--- config.mk ---
export PLATFORM = sky130hd
export DESIGN_NAME = ilv_fill_engine
export DESIGN_NICKNAME = d
export VERILOG_FILES = /design/src/rtl/ilv_fill_pkg.sv /design/src/rtl/ilv_fill_ctrl.sv /design/src/rtl/ilv_fill_issue.sv /design/src/rtl/ilv_fill_collect.sv /design/src/rtl/ilv_fill_engine.sv
export SDC_FILE = /design/constraint.sdc
export NUM_CORES = 1
export LEC_CHECK = 0
export ABC_AREA = 1
export BUFFER_PORTS_ARGS = -buffer_cell sky130_fd_sc_hd__buf_4
export CORE_UTILIZATION = 45
export CTS_CLUSTER_SIZE = 24
export DETAILED_ROUTE_END_ITERATION = 16
export PLACE_DENSITY = 0.78
export SKIP_CTS_REPAIR_TIMING = 1
export SLEW_MARGIN = 20
export SYNTH_ARGS = -nofsm -noshare
export SYNTH_HDL_FRONTEND = slang
export SYNTH_HIERARCHICAL = 1
export SYNTH_SLANG_ARGS = --single-unit
--- constraint.sdc ---
create_clock -name clk -period 2.2 [get_ports clk]
set_input_delay 0.44 -clock clk [delete_from_list [all_inputs] [get_ports clk]]
set_output_delay 0.44 -clock clk [all_outputs]
set_load 0.05 [all_outputs]
--- src/rtl/ilv_fill_pkg.sv ---
package ilv_fill_pkg;

  typedef enum logic [1:0] {
    ST_IDLE,
    ST_ISSUE,
    ST_HOLD,
    ST_DRAIN
  } fill_state_e;

  // Cycles from accepting edge to the done cycle for a given mode.
  function automatic int unsigned fill_cycles(input logic serial,
                                              input int unsigned banks,
                                              input int unsigned lat);
    if (serial) return banks * (lat + 2);
    return lat + 1 + banks;
  endfunction

endpackage

--- src/rtl/ilv_fill_ctrl.sv ---
module ilv_fill_ctrl
  import ilv_fill_pkg::*;
#(
  parameter int NUM_BANKS = 4,
  localparam int IDX_W = $clog2(NUM_BANKS),
  localparam int CNT_W = IDX_W + 1
) (
  input  logic             clk,
  input  logic             rst_n,
  input  logic             req_valid_i,
  input  logic             req_serial_i,
  input  logic             deliver_evt_i,
  input  logic             last_evt_i,
  output logic             busy_o,
  output logic             serial_o,
  output logic             accept_o,
  output logic             issue_fire_o,
  output logic [IDX_W-1:0] issue_idx_o,
  output logic [CNT_W-1:0] issued_cnt_o
);

  fill_state_e      state_q;
  logic [IDX_W-1:0] idx_q;
  logic [CNT_W-1:0] issued_q;
  logic             serial_q;
  logic             last_issue;

  assign busy_o       = (state_q != ST_IDLE);
  assign accept_o     = req_valid_i && !busy_o;
  assign issue_fire_o = (state_q == ST_ISSUE);
  assign issue_idx_o  = idx_q;
  assign issued_cnt_o = issued_q;
  assign serial_o     = serial_q;
  assign last_issue   = (idx_q == IDX_W'(NUM_BANKS - 1));

  always_ff @(posedge clk or negedge rst_n) begin
    if (!rst_n) begin
      state_q  <= ST_IDLE;
      idx_q    <= '0;
      issued_q <= '0;
      serial_q <= 1'b0;
    end else begin
      case (state_q)
        ST_IDLE: begin
          if (accept_o) begin
            state_q  <= ST_ISSUE;
            serial_q <= req_serial_i;
            idx_q    <= '0;
            issued_q <= '0;
          end
        end
        ST_ISSUE: begin
          idx_q    <= idx_q + 1'b1;
          issued_q <= issued_q + 1'b1;
          if (serial_q)        state_q <= ST_HOLD;
          else if (last_issue) state_q <= ST_DRAIN;
        end
        ST_HOLD: begin
          if (last_evt_i)         state_q <= ST_IDLE;
          else if (deliver_evt_i) state_q <= ST_ISSUE;
        end
        ST_DRAIN: begin
          if (last_evt_i) state_q <= ST_IDLE;
        end
        default: state_q <= ST_IDLE;
      endcase
    end
  end

  // acceptance moves straight into issuing
  a_r2_busy_after_accept: assert property (@(posedge clk) disable iff (!rst_n)
    accept_o |=> (busy_o && issue_fire_o));

endmodule

--- src/rtl/ilv_fill_issue.sv ---
module ilv_fill_issue #(
  parameter int NUM_BANKS = 4,
  parameter int ROW_W     = 14,
  localparam int IDX_W    = $clog2(NUM_BANKS)
) (
  input  logic                 clk,
  input  logic                 rst_n,
  input  logic                 accept_i,
  input  logic [ROW_W-1:0]     blk_row_i,
  input  logic                 issue_fire_i,
  input  logic [IDX_W-1:0]     issue_idx_i,
  output logic [NUM_BANKS-1:0] bank_req_o,
  output logic [ROW_W-1:0]     bank_row_o
);

  logic [NUM_BANKS-1:0] req_d;
  logic [NUM_BANKS-1:0] req_q;
  logic [ROW_W-1:0]     row_q;

  // word index maps to bank index directly (idx is already modulo bank count)
  for (genvar g = 0; g < NUM_BANKS; g++) begin : g_dec
    assign req_d[g] = issue_fire_i && (issue_idx_i == IDX_W'(g));
  end

  always_ff @(posedge clk or negedge rst_n) begin
    if (!rst_n) begin
      req_q <= '0;
      row_q <= '0;
    end else begin
      req_q <= req_d;
      if (accept_i) row_q <= blk_row_i;
    end
  end

  assign bank_req_o = req_q;
  assign bank_row_o = row_q;

  // row stays put whenever a bank is being addressed
  a_r9_row_held: assert property (@(posedge clk) disable iff (!rst_n)
    (|bank_req_o) |-> $stable(bank_row_o));

endmodule

--- src/rtl/ilv_fill_collect.sv ---
module ilv_fill_collect #(
  parameter int NUM_BANKS = 4,
  parameter int DATA_W    = 32,
  localparam int IDX_W    = $clog2(NUM_BANKS),
  localparam int CNT_W    = IDX_W + 1
) (
  input  logic                        clk,
  input  logic                        rst_n,
  input  logic                        busy_i,
  input  logic                        accept_i,
  input  logic [NUM_BANKS-1:0]        bank_rvalid_i,
  input  logic [NUM_BANKS*DATA_W-1:0] bank_rdata_i,
  output logic                        out_valid_o,
  output logic [IDX_W-1:0]            out_offset_o,
  output logic [DATA_W-1:0]           out_data_o,
  output logic                        done_o,
  output logic                        deliver_evt_o,
  output logic                        last_evt_o,
  output logic [CNT_W-1:0]            delivered_cnt_o
);

  logic [DATA_W-1:0] word_a [NUM_BANKS];
  logic [IDX_W-1:0]  want_q;
  logic [CNT_W-1:0]  got_q;

  for (genvar g = 0; g < NUM_BANKS; g++) begin : g_unpack
    assign word_a[g] = bank_rdata_i[g*DATA_W +: DATA_W];
  end

  // fixed bank latency keeps returns in issue order: watch only the next bank
  assign deliver_evt_o   = busy_i && bank_rvalid_i[want_q];
  assign last_evt_o      = deliver_evt_o && (want_q == IDX_W'(NUM_BANKS - 1));
  assign delivered_cnt_o = got_q;

  always_ff @(posedge clk or negedge rst_n) begin
    if (!rst_n) begin
      want_q       <= '0;
      got_q        <= '0;
      out_valid_o  <= 1'b0;
      out_offset_o <= '0;
      out_data_o   <= '0;
      done_o       <= 1'b0;
    end else begin
      out_valid_o <= deliver_evt_o;
      done_o      <= last_evt_o;
      if (deliver_evt_o) begin
        out_data_o   <= word_a[want_q];
        out_offset_o <= want_q;
        want_q       <= want_q + 1'b1;
        got_q        <= got_q + 1'b1;
      end
      if (accept_i) begin
        want_q <= '0;
        got_q  <= '0;
      end
    end
  end

  // back-to-back beats carry consecutive offsets
  a_r6_offset_step: assert property (@(posedge clk) disable iff (!rst_n)
    (out_valid_o && !done_o) |=>
      (!out_valid_o || out_offset_o == IDX_W'($past(out_offset_o) + 1'b1)));

  // done lasts a single cycle
  a_r7_done_pulse: assert property (@(posedge clk) disable iff (!rst_n)
    done_o |=> !done_o);

endmodule

--- src/rtl/ilv_fill_engine.sv ---
module ilv_fill_engine
  import ilv_fill_pkg::*;
#(
  parameter int ADDR_W    = 16,
  parameter int DATA_W    = 32,
  parameter int NUM_BANKS = 4,
  parameter int BANK_LAT  = 15,
  localparam int IDX_W    = $clog2(NUM_BANKS),
  localparam int ROW_W    = ADDR_W - IDX_W
) (
  input  logic                        clk,
  input  logic                        rst_n,
  input  logic                        req_valid,
  input  logic [ADDR_W-1:0]           req_addr,
  input  logic                        req_serial,
  output logic                        busy,
  output logic [NUM_BANKS-1:0]        bank_req,
  output logic [ROW_W-1:0]            bank_row,
  input  logic [NUM_BANKS-1:0]        bank_rvalid,
  input  logic [NUM_BANKS*DATA_W-1:0] bank_rdata,
  output logic                        out_valid,
  output logic [IDX_W-1:0]            out_offset,
  output logic [DATA_W-1:0]           out_data,
  output logic                        done
);

  localparam int CNT_W = IDX_W + 1;
  localparam int LAT_W = 16;

  // named internal events
  logic             accept_evt;
  logic             issue_fire;
  logic [IDX_W-1:0] issue_idx;
  logic [CNT_W-1:0] issued_cnt;
  logic [CNT_W-1:0] delivered_cnt;
  logic             deliver_evt;
  logic             last_evt;
  logic             serial_q;
  logic [IDX_W-1:0] unused_low_bits;

  assign unused_low_bits = req_addr[IDX_W-1:0];

  ilv_fill_ctrl #(.NUM_BANKS(NUM_BANKS)) u_ctrl (
    .clk           (clk),
    .rst_n         (rst_n),
    .req_valid_i   (req_valid),
    .req_serial_i  (req_serial),
    .deliver_evt_i (deliver_evt),
    .last_evt_i    (last_evt),
    .busy_o        (busy),
    .serial_o      (serial_q),
    .accept_o      (accept_evt),
    .issue_fire_o  (issue_fire),
    .issue_idx_o   (issue_idx),
    .issued_cnt_o  (issued_cnt)
  );

  ilv_fill_issue #(.NUM_BANKS(NUM_BANKS), .ROW_W(ROW_W)) u_issue (
    .clk          (clk),
    .rst_n        (rst_n),
    .accept_i     (accept_evt),
    .blk_row_i    (req_addr[ADDR_W-1:IDX_W]),
    .issue_fire_i (issue_fire),
    .issue_idx_i  (issue_idx),
    .bank_req_o   (bank_req),
    .bank_row_o   (bank_row)
  );

  ilv_fill_collect #(.NUM_BANKS(NUM_BANKS), .DATA_W(DATA_W)) u_collect (
    .clk             (clk),
    .rst_n           (rst_n),
    .busy_i          (busy),
    .accept_i        (accept_evt),
    .bank_rvalid_i   (bank_rvalid),
    .bank_rdata_i    (bank_rdata),
    .out_valid_o     (out_valid),
    .out_offset_o    (out_offset),
    .out_data_o      (out_data),
    .done_o          (done),
    .deliver_evt_o   (deliver_evt),
    .last_evt_o      (last_evt),
    .delivered_cnt_o (delivered_cnt)
  );

  // cycle counter for the latency check, cleared at acceptance
  logic [LAT_W-1:0] lat_cnt;
  always_ff @(posedge clk or negedge rst_n) begin
    if (!rst_n)          lat_cnt <= '0;
    else if (accept_evt) lat_cnt <= '0;
    else if (busy)       lat_cnt <= lat_cnt + 1'b1;
  end

  // one bank addressed at a time
  a_r3_onehot_req: assert property (@(posedge clk) disable iff (!rst_n)
    $onehot0(bank_req));

  // overlapped mode walks the banks on adjacent cycles
  a_r4_next_bank: assert property (@(posedge clk) disable iff (!rst_n)
    ((|bank_req) && !serial_q && !bank_req[NUM_BANKS-1]) |=>
      (bank_req == ($past(bank_req) << 1)));

  // sequential mode never has two words in flight
  a_r5_one_outstanding: assert property (@(posedge clk) disable iff (!rst_n)
    (serial_q && (|bank_req)) |-> (issued_cnt == delivered_cnt + 1'b1));

  // done coincides with the final word and busy already low
  a_r7_done_last: assert property (@(posedge clk) disable iff (!rst_n)
    done |-> (out_valid && !busy && out_offset == IDX_W'(NUM_BANKS - 1)));

  // fill length matches the mode
  a_r8_fill_latency: assert property (@(posedge clk) disable iff (!rst_n)
    done |-> (lat_cnt == LAT_W'(fill_cycles(serial_q, NUM_BANKS, BANK_LAT))));

endmodule

After elaboration in Yosys (flattened, before gate mapping)
Index checks and enable logic that the tools add are counted.
{"block": "word_totals", "reg_bits": 61}
{"block": "op_classes", "n_addsub": 2, "magnitude_cmp": 2, "n_eq_ne": 11, "n_mux": 16, "n_bitwise": 1, "reduce_logical": 16}
{"operator": "32-bit binary-select mux with 2-bit select", "count": 1}
{"operator": "32-bit 2-to-1 mux", "count": 2}
{"operator": "2-bit 2-to-1 mux", "count": 9}
{"operator": "2-bit equality test, second input constant", "count": 5}
{"operator": "2-bit one-hot mux with 4 select lines", "count": 1}
{"operator": "1-bit logical AND", "count": 7}
{"operator": "2-bit nonzero test", "count": 3}
{"operator": "2-bit by 1-bit adder with 2-bit output, second input constant", "count": 2}
{"operator": "2-bit by 1-bit equality test with 1-bit output, second input constant", "count": 2}
{"operator": "2-bit zero test", "count": 2}
{"operator": "2-bit one-hot mux with 2 select lines", "count": 1}
{"operator": "2-bit AND reduction", "count": 2}
{"operator": "4-bit AND reduction", "count": 1}
{"operator": "3-bit >= comparator, second input constant", "count": 1}
{"operator": "2-bit by 3-bit less-than comparator with 1-bit output, second input constant", "count": 1}
{"operator": "3-bit by 1-bit != test with 1-bit output, second input constant", "count": 1}
{"operator": "3-bit != test, second input constant", "count": 1}
{"operator": "2-bit inverter with 3-bit output", "count": 1}
{"operator": "1-bit binary-select mux with 2-bit select", "count": 1}
{"operator": "2-bit by 1-bit != test with 1-bit output, second input constant", "count": 1}
{"operator": "2-bit != test, second input constant", "count": 1}
{"operator": "1-bit zero test", "count": 1}
{"operator": "1-bit 2-to-1 mux", "count": 1}

Logic depth before layout (Yosys ltp)
{"block": "depth", "depth_word": 6, "ltp_mapped": 14}

Modules after synthesis
The synthesis kept the hierarchy.
{"mod": "ilv_fill_collect", "instances": 1, "cells_each": 565, "area_each_um2": 3203.1}
{"mod": "ilv_fill_issue", "instances": 1, "cells_each": 71, "area_each_um2": 660.6}
{"mod": "ilv_fill_ctrl", "instances": 1, "cells_each": 58, "area_each_um2": 442.9}

Worst setup path before layout
No wires, ideal clock.
{"block": "synth_path", "path_type": "flip-flop to flip-flop", "startpoint": "reg u_ctrl.state_q[1]", "endpoint": "reg u_ctrl.state_q[0]", "setup_time_ns": 0.117, "t_arrival_ns": 1.910, "t_required_ns": 2.083, "setup_slack_ns": 0.173, "path_stages_with_launch": 12, "path_buffers": 2, "synth_period_minus_slack_ns": 2.027, "cell_sequence": "dfrtp_1 -> inv_2 -> nand2_1 -> clkbuf_1 -> nand2_4 -> buf_2 -> nor2_1 -> inv_1 -> nand3_1 -> nand3_2 -> nand2_1 -> nand2_1"}
{"block": "synth_between", "elab_chain_len": 5, "word_cells_on_any_way": 16}
{"item": "from (decl)", "line": "ilv_fill_ctrl.sv:22", "source": "fill_state_e state_q;"}
{"item": "from (signal assigned)", "line": "ilv_fill_ctrl.sv:38", "source": "state_q <= ST_IDLE;"}
{"item": "from (signal assigned)", "line": "ilv_fill_ctrl.sv:46", "source": "state_q <= ST_ISSUE;"}
{"item": "from (signal assigned)", "line": "ilv_fill_ctrl.sv:55", "source": "if (serial_q) state_q <= ST_HOLD;"}
{"item": "2-bit nonzero test *", "line": "ilv_fill_ctrl.sv:28", "source": "assign busy_o = (state_q != ST_IDLE);"}
{"item": "via busy", "line": "ilv_fill_engine.sv:16", "source": "output logic busy,"}
{"item": "1-bit logical AND *", "line": "ilv_fill_collect.sv:31", "source": "assign deliver_evt_o = busy_i && bank_rvalid_i[want_q];"}
{"item": "1-bit logical AND *", "line": "ilv_fill_collect.sv:32", "source": "assign last_evt_o = deliver_evt_o && (want_q == IDX_W'(NUM_BANKS - 1));"}
{"item": "via last_evt", "line": "ilv_fill_engine.sv:37", "source": "logic last_evt;"}
{"item": "3-bit by 1-bit != test with 1-bit output (no source line) (tied with other cells)"}
{"item": "4-bit AND reduction (no source line) or 2-bit one-hot mux with 4 select lines (tied branches)"}
Mark *: on every way through the listed nets, which the timed path passes. The rest lies on a longest branch.
A chain may end at the register's enable or synchronous reset.

Worst setup path after layout
{"block": "layout_path", "startpoint": "reg u_ctrl.state_q[1]", "endpoint": "out busy"}
{"block": "layout_between", "elab_chain_len": 1}
{"item": "2-bit nonzero test", "line": "ilv_fill_ctrl.sv:28"}
{"item": "to (decl)", "line": "ilv_fill_engine.sv:16"}
No other way between the ends.

==> impl_metrics.ini <==
[run_status]
outcome = finished, final reports clean

[worst_setup_path]
cp_data_required_time_ns = 1.76
rr_startpoint = u_ctrl/state_q[1]
worstReg2RegEnd = u_ctrl/state_q[0]
crit_arrival_ns = 1.39
cp-startpoint = u_ctrl/state_q[1]
cp_max_fo = 6
critical_path_class = reg -> out
ff2ff_setup_slack_ns = 0.48
reg2reg_depth = 10
endpoint = busy
endpoint_kind = output port
critPathLaunchType = flip-flop

[timing]
max_freq_mhz = 546
hold_viol_final = 0
final_max_slew_viol_count = 0
finalCriticalPeriod_ns = 1.83
skew_ns = 0.00715
worst_slew_pin_slew_ns = 0.736
fin_ws_ns = 0.368
timing.final.crit_share = 0.833
tns_ns = 0
finalSetupViolCount = 0
rsz0062_at_grt = false
slew_headroom = 0.509

[global_routing]
overflow = 0
antenna_found_initial = 0
grt_pass1_wl_mm = 18.1
grt_usage = 0.234
grt_max_degree = 62
grt_pass1_vias = 4354

[route]
drt_wl_total_mm = 10.8
drc = 0
routedWlPerCell_um = 11.1
postRouteAntennaNets = 0
vias = 4498
firstDrtPassIters = 6
drt_iter0_drc = 119
vias_per_cell = 4.62

[clock_network]
cts_sinks = 61
cts_buffers = 9
cts_root_buf = clkbuf_8
worstSkewPairLatency_ns = 0.33
clk_path_buf_depth = 2
cts.clk_slew.worst_paths_ns = 0.07
cts_tree = done
htreeDepth = 3

[pwr]
swShare = 0.529
power.internal_mw = 4.07
vdd_ir_drop_max_v = 0.000734
power_mw = 8.64
clkPwrFrac = 0.129
switchingPower_mw = 4.58
combPwrFrac = 0.638
p_leak_nw = 3.79
powerDensity_nw_per_um2 = 1480
seqPwrFrac = 0.232

[flow_run]
maxCapViolations = 0

[floorplanning]
boundaryPins = 207
die_h_um = 96.7
die_w_um = 96.7
rows = 34
core_um2 = 8720
die-area_um2 = 9350
start_util = 0.463

[yosys]
yosys_warnings = 6
avgSynthCellArea_um2 = 6.05
synthCells = 667
netlist_area_um2 = 4040
synth_nets = 821

[layout]
drive_gt1_frac = 0.283
fin_util = 0.668
syn_to_final_growth_pct = 44.2
final_area_um2 = 5820
layout.nets = 1014
n_antenna_cell = 0

[place]
dpl_cell_area_um2 = 5600
gp_congestion = 0.926
numPortBuffers = 204
place_ws_ns = 0.494
hpwl_mm = 8.20

[min_path]
hold_class = in -> async
[worst min path at each step]
stage | start | to | slack, ns | cells past startpoint
global placement | u_issue/bank_row_o[13] | u_issue/bank_row_o[13] | 0.46 | 2
CTS | rst_n | u_collect/out_data_o[29] | 0.19 | 1
global route | rst_n | u_collect/out_data_o[29] | 0.21 | 1
detailed placement | u_collect/out_data_o[0] | u_collect/out_data_o[0] | 0.47 | 2
floorplan | rst_n | u_collect/done_o | 0.14 | 0
finish | rst_n | u_collect/out_data_o[29] | 0.15 | 1
[flip-flops by register name (all words and copies together) (netlist names), 2 cells and up]
name,flops
u_collect/out_data_o,32
u_issue/bank_row_o,14
u_issue/bank_req_o,4
u_collect/out_offset_o,2
u_collect/want_q,2
u_ctrl/issue_idx_o,2
u_ctrl/state_q,2
[metrics by stage]
step / hold slack, ns / std cells
2_1_floorplan: 0.144 / 667
3_3_place_gp: 0.456 / 957
3_5_place_dp: 0.466 / 957
4_1_cts: 0.187 / 973
5_1_grt: 0.215 / 973
6_report: 0.147 / 973
[final cells by class]
| class | instances | area [um^2] |
|---|---|---|
| timing repair buffer | 214 | 1610 |
| clock buffer | 12 | 155 |
| tap | 108 | 135 |
| sequential | 61 | 1530 |
| fill | 783 | 2900 |
| clock inverter | 4 | 70.1 |
| multi-input combinational | 423 | 1760 |
| inverter | 151 | 572 |
[critical path, cell delays in order, from the launching register on]
cell and delay [ns]:
dfrtp_1 0.49, inv_2 0.07, nand2_1 0.23, buf_4 0.26
[power by group through the flow]
stage          combinational [mW]  sequential, mW  clock, mW
2_1_floorplan                2.52            3.53          0
3_3_place_gp                 5.42            2.00          0
3_5_place_dp                 5.55            2.02          0
4_1_cts                      5.56            2.01       1.14
5_1_grt                      6.01            2.08       1.19
6_report                     5.52            2.01       1.12
[metal layers]
metal	up-vias	wire (um)	GRT usage
met5	-	0	0
met4	0	259	0.101
met3	22	596	0.0470
met2	138	5480	0.432
met1	2037	4430	0.259
li1	2301	-	-
[cells in the final DEF, fill, tap and decap left out]
| cell | instances |
|---|---|
| o211ai_1 | 1 |
| dfrtp_1 | 60 |
| clkbuf_8 | 11 |
| bufinv_16 | 2 |
| nand3_2 | 4 |
| clkinv_1 | 1 |
| ha_1 | 2 |
| clkinv_2 | 2 |
| clkbuf_1 | 1 |
| nand3_1 | 67 |
| nand2_1 | 324 |
| buf_4 | 214 |
| inv_1 | 143 |
| inv_4 | 2 |
| o21ai_0 | 2 |
| a21oi_1 | 1 |
| o21ai_1 | 3 |
| inv_2 | 5 |
| nand2_4 | 2 |
| nor2_4 | 1 |
| nand2_2 | 1 |
| dfrtp_2 | 1 |
| nand4_1 | 2 |
| nor2_1 | 13 |
(Power assumes the default switching activity.)
